## src/rtl/vcache_pkg.sv

```systemverilog
`timescale 1ns/1ps
package vcache_pkg;
  localparam int unsigned BLK_WORDS = 2;
  typedef logic [BLK_WORDS-1:0] wmask_t;
endpackage

```

## src/rtl/vcache_repl.sv

```systemverilog
`timescale 1ns/1ps
module vcache_repl #(
  parameter int unsigned LINES = 4
) (
  input  logic             clk,
  input  logic             rst_n,
  input  logic             adv,
  output logic [LINES-1:0] fill_sel
);
  localparam int unsigned PTR_W = (LINES > 1) ? $clog2(LINES) : 1;
  localparam logic [PTR_W-1:0] LAST = PTR_W'(LINES - 1);

  logic [PTR_W-1:0] ptr_q, ptr_d;

  always_comb begin
    ptr_d = ptr_q;
    if (adv) begin
      if (ptr_q == LAST) ptr_d = '0;
      else               ptr_d = ptr_q + 1'b1;
    end
  end

  always_ff @(posedge clk or negedge rst_n) begin
    if (!rst_n)   ptr_q <= '0;
    else if (adv) ptr_q <= ptr_d;
  end

  for (genvar i = 0; i < LINES; i++) begin : g_sel
    assign fill_sel[i] = (ptr_q == PTR_W'(i));
  end

  p_ptr_hold_r10: assert property (@(posedge clk) disable iff (!rst_n)
    !adv |=> $stable(ptr_q));
  p_ptr_wrap_r4: assert property (@(posedge clk) disable iff (!rst_n)
    (adv && ptr_q == LAST) |=> ptr_q == '0);
endmodule

```

## src/rtl/vcache_match.sv

```systemverilog
`timescale 1ns/1ps
module vcache_match #(
  parameter int unsigned LINES = 4,
  parameter int unsigned TAG_W = 8
) (
  input  logic                        clk,
  input  logic                        rst_n,
  input  logic [LINES-1:0][TAG_W-1:0] line_tag,
  input  logic [LINES-1:0]            line_live,
  input  logic [TAG_W-1:0]            probe_tag,
  output logic [LINES-1:0]            match
);
  for (genvar i = 0; i < LINES; i++) begin : g_cmp
    assign match[i] = line_live[i] && (line_tag[i] == probe_tag);
  end

  // a tag is held by at most one line
  p_single_match_r2: assert property (@(posedge clk) disable iff (!rst_n)
    $onehot0(match));
endmodule

```

## src/rtl/vcache_lines.sv

```systemverilog
`timescale 1ns/1ps
module vcache_lines
  import vcache_pkg::*;
#(
  parameter int unsigned LINES  = 4,
  parameter int unsigned TAG_W  = 8,
  parameter int unsigned DATA_W = 32
) (
  input  logic                                       clk,
  input  logic                                       rst_n,
  input  logic [LINES-1:0]                           ins_sel,
  input  logic [TAG_W-1:0]                           ins_tag,
  input  logic [BLK_WORDS-1:0][DATA_W-1:0]           ins_blk,
  input  wmask_t                                     ins_vld,
  input  logic [LINES-1:0]                           rm_sel,
  input  logic [LINES-1:0]                           st_sel,
  input  logic                                       st_w,
  input  logic [DATA_W-1:0]                          st_data,
  output logic [LINES-1:0][TAG_W-1:0]                tag_o,
  output logic [LINES-1:0][BLK_WORDS-1:0][DATA_W-1:0] dat_o,
  output wmask_t [LINES-1:0]                         vld_o
);
  logic [LINES-1:0][TAG_W-1:0]                 tag_q, tag_d;
  logic [LINES-1:0][BLK_WORDS-1:0][DATA_W-1:0] dat_q, dat_d;
  wmask_t [LINES-1:0]                          vld_q, vld_d;
  logic [LINES-1:0]                            line_we;

  always_comb begin
    tag_d = tag_q;
    dat_d = dat_q;
    vld_d = vld_q;
    for (int i = 0; i < LINES; i++) begin
      if (ins_sel[i]) begin
        tag_d[i] = ins_tag;
        dat_d[i] = ins_blk;
        vld_d[i] = ins_vld;
      end else if (rm_sel[i]) begin
        vld_d[i] = '0;
      end else if (st_sel[i]) begin
        dat_d[i][st_w] = st_data;
        vld_d[i][st_w] = 1'b1;
      end
    end
  end

  assign line_we = ins_sel | rm_sel | st_sel;

  for (genvar i = 0; i < LINES; i++) begin : g_line
    always_ff @(posedge clk or negedge rst_n) begin
      if (!rst_n)          vld_q[i] <= '0;
      else if (line_we[i]) vld_q[i] <= vld_d[i];
    end

    always_ff @(posedge clk) begin
      if (line_we[i]) begin
        tag_q[i] <= tag_d[i];
        dat_q[i] <= dat_d[i];
      end
    end

    p_insert_load_r3: assert property (@(posedge clk) disable iff (!rst_n)
      ins_sel[i] |=> (tag_q[i] == $past(ins_tag)) && (vld_q[i] == $past(ins_vld))
                     && (dat_q[i] == $past(ins_blk)));
    p_remove_clear_r6: assert property (@(posedge clk) disable iff (!rst_n)
      (rm_sel[i] && !ins_sel[i]) |=> vld_q[i] == '0);
    p_store_word_r7: assert property (@(posedge clk) disable iff (!rst_n)
      (st_sel[i] && !ins_sel[i] && !rm_sel[i])
        |=> (dat_q[i][$past(st_w)] == $past(st_data)) && vld_q[i][$past(st_w)]);
    p_insert_wins_r8: assert property (@(posedge clk) disable iff (!rst_n)
      (ins_sel[i] && (rm_sel[i] || st_sel[i])) |=> vld_q[i] == $past(ins_vld));
    p_idle_hold_r6: assert property (@(posedge clk) disable iff (!rst_n)
      !line_we[i] |=> $stable(vld_q[i]));
  end

  assign tag_o = tag_q;
  assign dat_o = dat_q;
  assign vld_o = vld_q;
endmodule

```

## src/rtl/victim_store.sv

```systemverilog
`timescale 1ns/1ps
module victim_store
  import vcache_pkg::*;
#(
  parameter int unsigned LINES  = 4,
  parameter int unsigned TAG_W  = 8,
  parameter int unsigned DATA_W = 32,
  localparam int unsigned ADDR_W = TAG_W + 1
) (
  input  logic              clk,
  input  logic              rst_n,
  input  logic              ins_en,
  input  logic [TAG_W-1:0]  ins_tag,
  input  logic [DATA_W-1:0] ins_word0,
  input  logic [DATA_W-1:0] ins_word1,
  input  logic [1:0]        ins_wvalid,
  input  logic              lk_en,
  input  logic [ADDR_W-1:0] lk_addr,
  input  logic              rm_en,
  input  logic              st_en,
  input  logic [ADDR_W-1:0] st_addr,
  input  logic [DATA_W-1:0] st_word,
  output logic              lk_hit,
  output logic [DATA_W-1:0] lk_word,
  output logic [DATA_W-1:0] lk_blk0,
  output logic [DATA_W-1:0] lk_blk1,
  output logic [1:0]        lk_bvalid
);
  logic [LINES-1:0][TAG_W-1:0]                 tag_w;
  logic [LINES-1:0][BLK_WORDS-1:0][DATA_W-1:0] dat_w;
  wmask_t [LINES-1:0]                          vld_w;
  logic [LINES-1:0] live, lk_match, st_match, line_hit, fill_sel;
  logic [LINES-1:0] ins_sel, rm_sel, st_sel;
  logic             lk_ws;

  assign lk_ws = lk_addr[0];

  for (genvar i = 0; i < LINES; i++) begin : g_live
    assign live[i]     = |vld_w[i];
    assign line_hit[i] = lk_en && lk_match[i] && vld_w[i][lk_ws];
  end

  assign ins_sel = ins_en ? fill_sel : '0;
  assign rm_sel  = rm_en  ? line_hit : '0;
  assign st_sel  = st_en  ? st_match : '0;

  vcache_repl #(.LINES(LINES)) u_repl (
    .clk(clk), .rst_n(rst_n), .adv(ins_en), .fill_sel(fill_sel)
  );

  vcache_match #(.LINES(LINES), .TAG_W(TAG_W)) u_lk_match (
    .clk(clk), .rst_n(rst_n), .line_tag(tag_w), .line_live(live),
    .probe_tag(lk_addr[ADDR_W-1:1]), .match(lk_match)
  );

  vcache_match #(.LINES(LINES), .TAG_W(TAG_W)) u_st_match (
    .clk(clk), .rst_n(rst_n), .line_tag(tag_w), .line_live(live),
    .probe_tag(st_addr[ADDR_W-1:1]), .match(st_match)
  );

  vcache_lines #(.LINES(LINES), .TAG_W(TAG_W), .DATA_W(DATA_W)) u_lines (
    .clk(clk), .rst_n(rst_n),
    .ins_sel(ins_sel), .ins_tag(ins_tag), .ins_blk({ins_word1, ins_word0}),
    .ins_vld(ins_wvalid),
    .rm_sel(rm_sel), .st_sel(st_sel), .st_w(st_addr[0]), .st_data(st_word),
    .tag_o(tag_w), .dat_o(dat_w), .vld_o(vld_w)
  );

  always_comb begin
    lk_hit    = 1'b0;
    lk_word   = '0;
    lk_blk0   = '0;
    lk_blk1   = '0;
    lk_bvalid = '0;
    for (int i = 0; i < LINES; i++) begin
      if (line_hit[i]) begin
        lk_hit    = 1'b1;
        lk_word   = lk_word   | dat_w[i][lk_ws];
        lk_blk0   = lk_blk0   | dat_w[i][0];
        lk_blk1   = lk_blk1   | dat_w[i][1];
        lk_bvalid = lk_bvalid | vld_w[i];
      end
    end
  end

  p_hit_word_valid_r2: assert property (@(posedge clk) disable iff (!rst_n)
    lk_hit |-> lk_bvalid[lk_addr[0]]);
  p_hit_word_agrees_r5: assert property (@(posedge clk) disable iff (!rst_n)
    lk_hit |-> lk_word == (lk_addr[0] ? lk_blk1 : lk_blk0));
  p_idle_quiet_r9: assert property (@(posedge clk) disable iff (!rst_n)
    !lk_en |-> !lk_hit && lk_word == '0 && lk_bvalid == '0);
  p_miss_zero_r9: assert property (@(posedge clk) disable iff (!rst_n)
    !lk_hit |-> lk_blk0 == '0 && lk_blk1 == '0);
  p_remove_gone_r6: assert property (@(posedge clk) disable iff (!rst_n)
    (rm_en && lk_hit && !ins_en && !st_en) |=> !(lk_en && lk_addr == $past(lk_addr)) || !lk_hit);
endmodule

```

## config.mk

```make
export PLATFORM = sky130hd
export DESIGN_NAME = victim_store
export DESIGN_NICKNAME = d
export VERILOG_FILES = /design/src/rtl/vcache_pkg.sv /design/src/rtl/vcache_repl.sv /design/src/rtl/vcache_match.sv /design/src/rtl/vcache_lines.sv /design/src/rtl/victim_store.sv
export SDC_FILE = /design/constraint.sdc
export NUM_CORES = 1
export LEC_CHECK = 0
export BUFFER_PORTS_ARGS = -buffer_cell sky130_fd_sc_hd__buf_2
export CORE_AREA = 3 3 181 183
export DETAILED_ROUTE_END_ITERATION = 7
export DIE_AREA = 0 0 184 186
export PLACE_DENSITY = 0.82
export SYNTH_ARGS = -nofsm -noshare
export SYNTH_HDL_FRONTEND = slang
export SYNTH_SLANG_ARGS = --single-unit
```

## constraint.sdc

```tcl
create_clock -name clk -period 3.8 [get_ports clk]
set_input_delay 0.38 -clock clk [delete_from_list [all_inputs] [get_ports clk]]
set_output_delay 0.38 -clock clk [all_outputs]
set_load 0.03 [all_outputs]
```

==> metrics, run 1 <==
outcome finished, final reports clean; Max-slew headroom 29.8%; Nets just under 2000; Remaining Overflow, GRT 0; WL/cell 23.7 microns; Die Y 186 microns; Clock Latency Late Sink 0.56 ns; CP cell instances xnor2_1, nand4_1, nor4_4, buf_4, a22oi_1, nand2_1, buf_2; port buffer count roughly 230; via/cell ratio 6.49; gr usage total 29.9%; EDFF count, synth between 200 and 300; num rows 65; Clk pwr share 30.4%; CP arrival 3.21 ns; Synth area leaders edfxtp_1 (52%), nand2_1 (10%), o21ai_0 (8.1%), a22oi_1 (7.2%), mux2_2 (6.5%); main flop type after synthesis edfxtp_1; Finish-stage setup viols 0; CTS HTree Levels 1; Post-Syn Area per Cell 9.99 sq um; Post-synth ARST share about 3.4%; met3 WL 6570 microns; CTS sink cnt 298; DR DRC count 0; Leakage 6.95 nW; worst slew pin tran 1.05 ns; most frequent cells after synthesis nand2_1 (441), edfxtp_1 (288), o21ai_0 (268), a22oi_1 (159), clkbuf_1 (100); register area share after synthesis 53.9%; min-delay src ins_tag[2]; DP HPWL 32900 microns; Hold Crit Class input port to flip-flop; CTS Buf Count 30; Resized cells post-CTS 0; setup tns final 0 ns; pwr dens 522 mW/mm^2; post-synth cell types 44; crit-path max cell delay roughly 0.59 ns; Switching Share 31.2%; sequential share of power around half; Synth top area share between 50 and 60%; Max Fclk 0.279 GHz; global-route wire length before repair 78800 microns; final slew viol count 0; Worst Path Required 3.42 ns; io pins 229; met2 WL post-DR 25400 microns; CP delay by family, top simple AND/OR/NAND/NOR gates; Routed Antenna Nets 0; Top Layer Used met5; vias in the first global route 14100; post-synthesis cell count between 1500 and 2000; Final Cycle Share 94.4%; Critical Path End Type output pin; Setup Skew about 0.011 ns; initial antenna violation count 12; mapped cell area 0.0165 sq mm; final RePlAce weighted congestion 0.917; Psw roughly 3.1 mW; clock slew at reported path FFs ~0.060 ns; Hold Fails Final Rpt 0; Synth-to-Final Area Change 15.2%; peak supply drop between 0.3 and 0.4 mV; die area 0.0342 sq mm; post-layout minimum cycle time roughly 3.6 ns; register bit total from synthesis 298; Max Cap Viol 0; CTS tree done; Root Buffer clkbuf_16; clk buf depth 3; unrepaired setup endpoints after global routing no; WL met1 18600 microns; worst-path cell with the longest stage delay buf_4; drt pass-1 iters 6; Syn. warnings 0; post-synth top area cell edfxtp_1; Buffers & Inverters on Critical Path 2; final wirelength between 50000 and 60000 microns; Iteration-0 DRC Markers 2085; largest net degree at the start of global routing ~130; DR vias 14500; final core occ 60.5%; die width between 150 and 200 microns; Core Area around 0.031 sq mm; syn nets approximately 1800; layout cells sized above 1 23.4%; Place WS 0.635 ns; crit path kind flip-flop to output pin; r2r startpoint u_lines.tag_o[24]$_DFFE_PP_; Setup crit start kind flip-flop; combinational group share of total power approximately 22%; CP startpoint u_lines.tag_o[13]$_DFFE_PP_; crit-path max FO 43; Worst Setup Slack, final ~0.21 ns; initial core utilization 52.6%; P_int about 7 mW; most frequent cell after synthesis nand2_1
==> logic make-up after synthesis <==
logic type / share of synthesized area [%]
adders and majority gates: 0.303
AOI/OAI and AO/OA: 16.7
xor gates and xnor gates: 3.50
DFF: 53.9
muxes: 6.61
and+or+nand+nor: 15.2
buffers and inverters: 3.77
==> flip-flops by register name, summed over array words and instances (netlist names) <==
signal and cells:
u_lines.dat_o 256, u_lines.tag_o 32, u_lines.vld_o 8, u_repl.ptr_q 2
==> path summary, 6_finish.rpt <==
kind / end / slack (ns) / depth (start not counted)
max: lk_blk0[30] / 0.21 / 7
min: u_lines.tag_o[10]$_DFFE_PP_ / 0.05 / 1
max reg2reg: u_lines.dat_o[237]$_DFFE_PP_ / 0.74 / 6
min reg2reg: u_lines.vld_o[1]$_DFFE_PN0N_ / 0.62 / 2
max in group asynchronous: u_repl.ptr_q[0]$_DFFE_PN0P_ / 3.38 / 2
min in group asynchronous: u_lines.vld_o[7]$_DFFE_PN0N_ / 0.22 / 2
==> power groups by stage <==
| stage | logic, mW | registers (mW) | clock network [mW] |
|---|---|---|---|
| 2_1_floorplan | 1.33 | 4.70 | 0 |
| 3_3_place_gp | 1.99 | 4.79 | 0 |
| 3_5_place_dp | 2.08 | 4.82 | 0 |
| 4_1_cts | 2.09 | 4.76 | 3.01 |
| 5_1_grt | 2.30 | 4.82 | 3.15 |
| 6_report | 2.13 | 4.77 | 3.02 |
==> cell type report <==
cell class | count | area [sq um]
Antenna cell | 6 | 15.0
Clock buffer | 36 | 795
Clock inverter | 19 | 195
Fill cell | 2531 | 12400
Inverter | 8 | 35.0
Multi-Input combinational cell | 1207 | 7060
Sequential cell | 298 | 8900
Tap cell | 402 | 503
Timing Repair Buffer | 266 | 1510
==> cell usage in the layout (no fill, tap or decap), drive strengths merged, types with 2 or more instances in the layout <==
cell,instances
ha,4
clkinvlp,2
xor2,14
a22oi,159
o32ai,2
or2,4
edfxtp,288
clkinv,12
o21ai,271
buf,265
o31ai,2
diode,6
bufinv,4
inv,9
o41ai,2
dfrtp,10
a221o,2
mux2i,2
nand2,441
nor2,3
a21oi,9
mux2,95
xnor2,52
nand3,69
a31o,5
nand4,42
nor4,10
clkbuf,36
and2,3
nor3,5
==> routing by layer <==
layer,global-route usage [%],up-vias
met5,0,-
met4,16.0,12
met3,5.63,203
met2,49.4,1078
met1,37.5,6842
li1,-,6414
==> stage by stage <==
| stage | instance area [sq um] | instances | total power [mW] | hold slack [ns] |
|---|---|---|---|---|
| 2_1_floorplan | 16500 | 1651 | 6.03 | 0.0844 |
| 3_3_place_gp | 18000 | 2180 | 6.77 | 0.247 |
| 3_5_place_dp | 18000 | 2180 | 6.90 | 0.254 |
| 4_1_cts | 19000 | 2236 | 9.85 | 0.0380 |
| 5_1_grt | 19000 | 2241 | 10.3 | 0.0330 |
| 6_report | 19000 | 2242 | 9.93 | 0.0479 |
==> timing repair <==
action	CTS	global route
hold endpoints to repair	10	0
hold buffers	1	0
buffers inserted	0	0
Power figures use the tool's default switching activity.
==> run 2, diff against run 1 <==
Settings changed: BUFFER_PORTS_ARGS -buffer_cell sky130_fd_sc_hd__buf_2 to -buffer_cell sky130_fd_sc_hd__buf_4.
==> run 2 against run 1 <==
Against the previous run: combinational power up 2%; clock skew up 0.0059 ns; global-route usage up 0.39 points; fmax down 0.98%; critical path depth unchanged; non-clock buffer count up 1; register-to-register slack better by 0.05 ns; cell count about the same; critical path type unchanged; critical endpoint is now lk_blk0[21]; largest cell class unchanged; highest routed layer unchanged.
==> metrics, run 2 (same netlist as run 1, synthesis figures left out) <==
outcome finished, final reports clean (unchanged); crit path kind flip-flop to output pin (unchanged); WL met1 18800 microns (was 18600 microns); vias in the first global route 14300 (was 14100); Final Cycle Share 95.3% (was 94.4%); Finish-stage setup viols 0 (unchanged); Setup Skew 0.0170 ns (was 0.0111 ns); CTS Buf Count 30 (unchanged); pwr dens 505 mW/mm^2 (was 522 mW/mm^2); hold endpoint u_lines.tag_o[0]$_DFFE_PP_ (was u_lines.tag_o[10]$_DFFE_PP_); CTS sink cnt 298 (unchanged); Psw 3.11 mW (was 3.09 mW); drt pass-1 iters 5 (was 6); initial core utilization 52.6% (unchanged); Clock Latency Late Sink 0.57 ns (was 0.56 ns); Hold Path Depth 1 (unchanged); FF-to-FF End u_lines.dat_o[84]$_DFFE_PP_ (was u_lines.dat_o[237]$_DFFE_PP_); Routed Antenna Nets 0 (unchanged); reg2reg setup slack 0.79 ns (was 0.74 ns); io pins 229 (unchanged); Leakage 7.04 nW (was 6.95 nW); CTS HTree Levels 1 (unchanged); Worst Setup Slack, final 0.177 ns (was 0.213 ns); combinational group share of total power 22.1% (was 21.5%); Resized cells post-CTS 0 (unchanged); num rows 65 (unchanged); max FFs per register 256 (unchanged); Top Layer Used met5 (unchanged); DP HPWL 33600 microns (was 32900 microns); CP arrival 3.24 ns (was 3.21 ns); P_int 6.76 mW (was 6.83 mW); DR DRC count 0 (unchanged); gr usage total 30.3% (was 29.9%); sequential cell area 0.00890 sq mm (unchanged); setup tns final 0 ns (unchanged); Max-slew headroom 24.0% (was 29.8%); layout cells sized above 1 23.5% (was 23.4%); area taken by multi-input logic gates 0.00706 sq mm (unchanged); die width 184 microns (unchanged); unrepaired setup endpoints after global routing no (unchanged); placed cell count 2181 (was 2180); commonest non-fill, non-tap cell in the layout nand2_1 (unchanged); Core Area 0.0314 sq mm (unchanged); Die Y 186 microns (unchanged); Root Buffer clkbuf_16 (unchanged); clock slew at reported path FFs 0.06 ns (about the same); worst slew pin tran 1.14 ns (was 1.05 ns); Hold Crit Class input port to flip-flop (unchanged); Remaining Overflow, GRT 0 (unchanged); R2R cell count 7 (was 6); CTS tree done (unchanged); largest net degree at the start of global routing 97 (was 134); Min Hold Slack 0.0238 ns (was 0.0479 ns); met2 WL post-DR 25700 microns (was 25400 microns); Max Fclk 0.276 GHz (was 0.279 GHz); final slew viol count 0 (unchanged); Setup crit start kind flip-flop (unchanged); Design Area, Final 0.0195 sq mm (was 0.0190 sq mm); initial antenna violation count 2 (was 12); Clk pwr share 29.5% (was 30.4%); min-delay src ins_tag[0] (was ins_tag[2]); Max Cap Viol 0 (unchanged); # hold bufs at CTS 1 (unchanged); Finished Layout Cells 2240 (was 2242); r2r startpoint u_lines.tag_o[11]$_DFFE_PP_ (was u_lines.tag_o[24]$_DFFE_PP_); Fillers 2435 (was 2531); Hold Fails Final Rpt 0 (unchanged); die area 0.0342 sq mm (unchanged); Switching Share 31.5% (was 31.2%); sequential share of power 48.4% (was 48.1%); met3 WL 6620 microns (was 6570 microns); crit-path max FO 45 (was 43); most frequent cells in the layout nand2_1 (441), edfxtp_1 (288), o21ai_0 (266) (unchanged); Post-CTS Setup Bufs 0 (unchanged); peak supply drop 0.352 mV (was 0.334 mV); final wirelength 53900 microns (was 53200 microns); Critical Path End Type output pin (unchanged); clk buf depth 3 (unchanged); Nets 1946 (was 1945); Synth-to-Final Area Change 18.5% (was 15.2%); port buffer count 228 (unchanged); WL/cell 24.1 microns (was 23.7 microns); final RePlAce weighted congestion 0.899 (was 0.917); post-layout minimum cycle time 3.62 ns (was 3.59 ns); global-route wire length before repair 80100 microns (was 78800 microns); via/cell ratio 6.47 (was 6.49); Worst Path Required 3.42 ns (about the same); DP Area 0.0186 sq mm (was 0.0180 sq mm); DR vias 14500 (about the same); Iteration-0 DRC Markers 1706 (was 2085); Place WS 0.684 ns (was 0.635 ns)
[run 2: cell count changes in the layout (fill, tap and decap cells not counted), sizes merged]
cell      change
buf           +1
inv           -1
bufinv        -2
diode         -4
clkbuf        +3
clkinvlp      +1
[run 2: area by class of cell]
| cell class | instances | area share (%) |
|---|---|---|
| Tap cell | 402 | 2.57 |
| Clock buffer | 39 | 4.17 |
| Clock inverter | 17 | 0.755 |
| Multi-Input combinational cell | 1207 | 36.1 |
| Inverter | 8 | 0.179 |
| Timing Repair Buffer | 267 | 10.7 |
| Sequential cell | 298 | 45.5 |
| Antenna cell | 2 | 0.0256 |
[run 2: power by group through the flow]
stage	clock (mW)	sequential [mW]	combinational, mW
2_1_floorplan	0	4.70	1.33
3_3_place_gp	0	4.79	2.03
3_5_place_dp	0	4.82	2.12
4_1_cts	2.92	4.76	2.13
5_1_grt	3.05	4.82	2.34
6_report	2.91	4.77	2.18
[run 2: stage by stage]
step / util [%] / total power, mW
detailed placement: 59.1 / 6.94
global placement: 59.1 / 6.82
global route: 62.2 / 10.2
finish: 62.3 / 9.87
CTS: 62.2 / 9.80
floorplan: - / 6.03
[run 2: critical path, stage by stage, from the launching register on]
cell and delay, ns:
edfxtp_1 0.42, xnor2_1 0.38, nand3_1 0.32, nor4_4 0.39, buf_4 0.60, a22oi_1 0.20, nand2_1 0.17, buf_4 0.18
[run 2: worst max path at each step]
| stage | from | endpoint | cells after the start | slack, ns |
|---|---|---|---|---|
| 2_1_floorplan | st_addr[2] | u_lines.dat_o[100]$_DFFE_PP_ | 6 | 0.47 |
| 3_3_place_gp | st_addr[2] | u_lines.dat_o[104]$_DFFE_PP_ | 8 | 0.72 |
| 3_5_place_dp | lk_addr[0] | lk_word[21] | 7 | 0.68 |
| 4_1_cts | u_lines.tag_o[8]$_DFFE_PP_ | lk_blk0[21] | 7 | 0.24 |
| 5_1_grt | u_lines.tag_o[8]$_DFFE_PP_ | lk_blk0[21] | 7 | 0.15 |
| 6_report | u_lines.tag_o[8]$_DFFE_PP_ | lk_blk0[21] | 7 | 0.18 |
[run 2: layer usage]
layer	up-vias	global-route usage (%)
met5	-	0
met4	2	14.6
met3	225	5.86
met2	1071	50.9
met1	6793	37.9
li1	6398	-
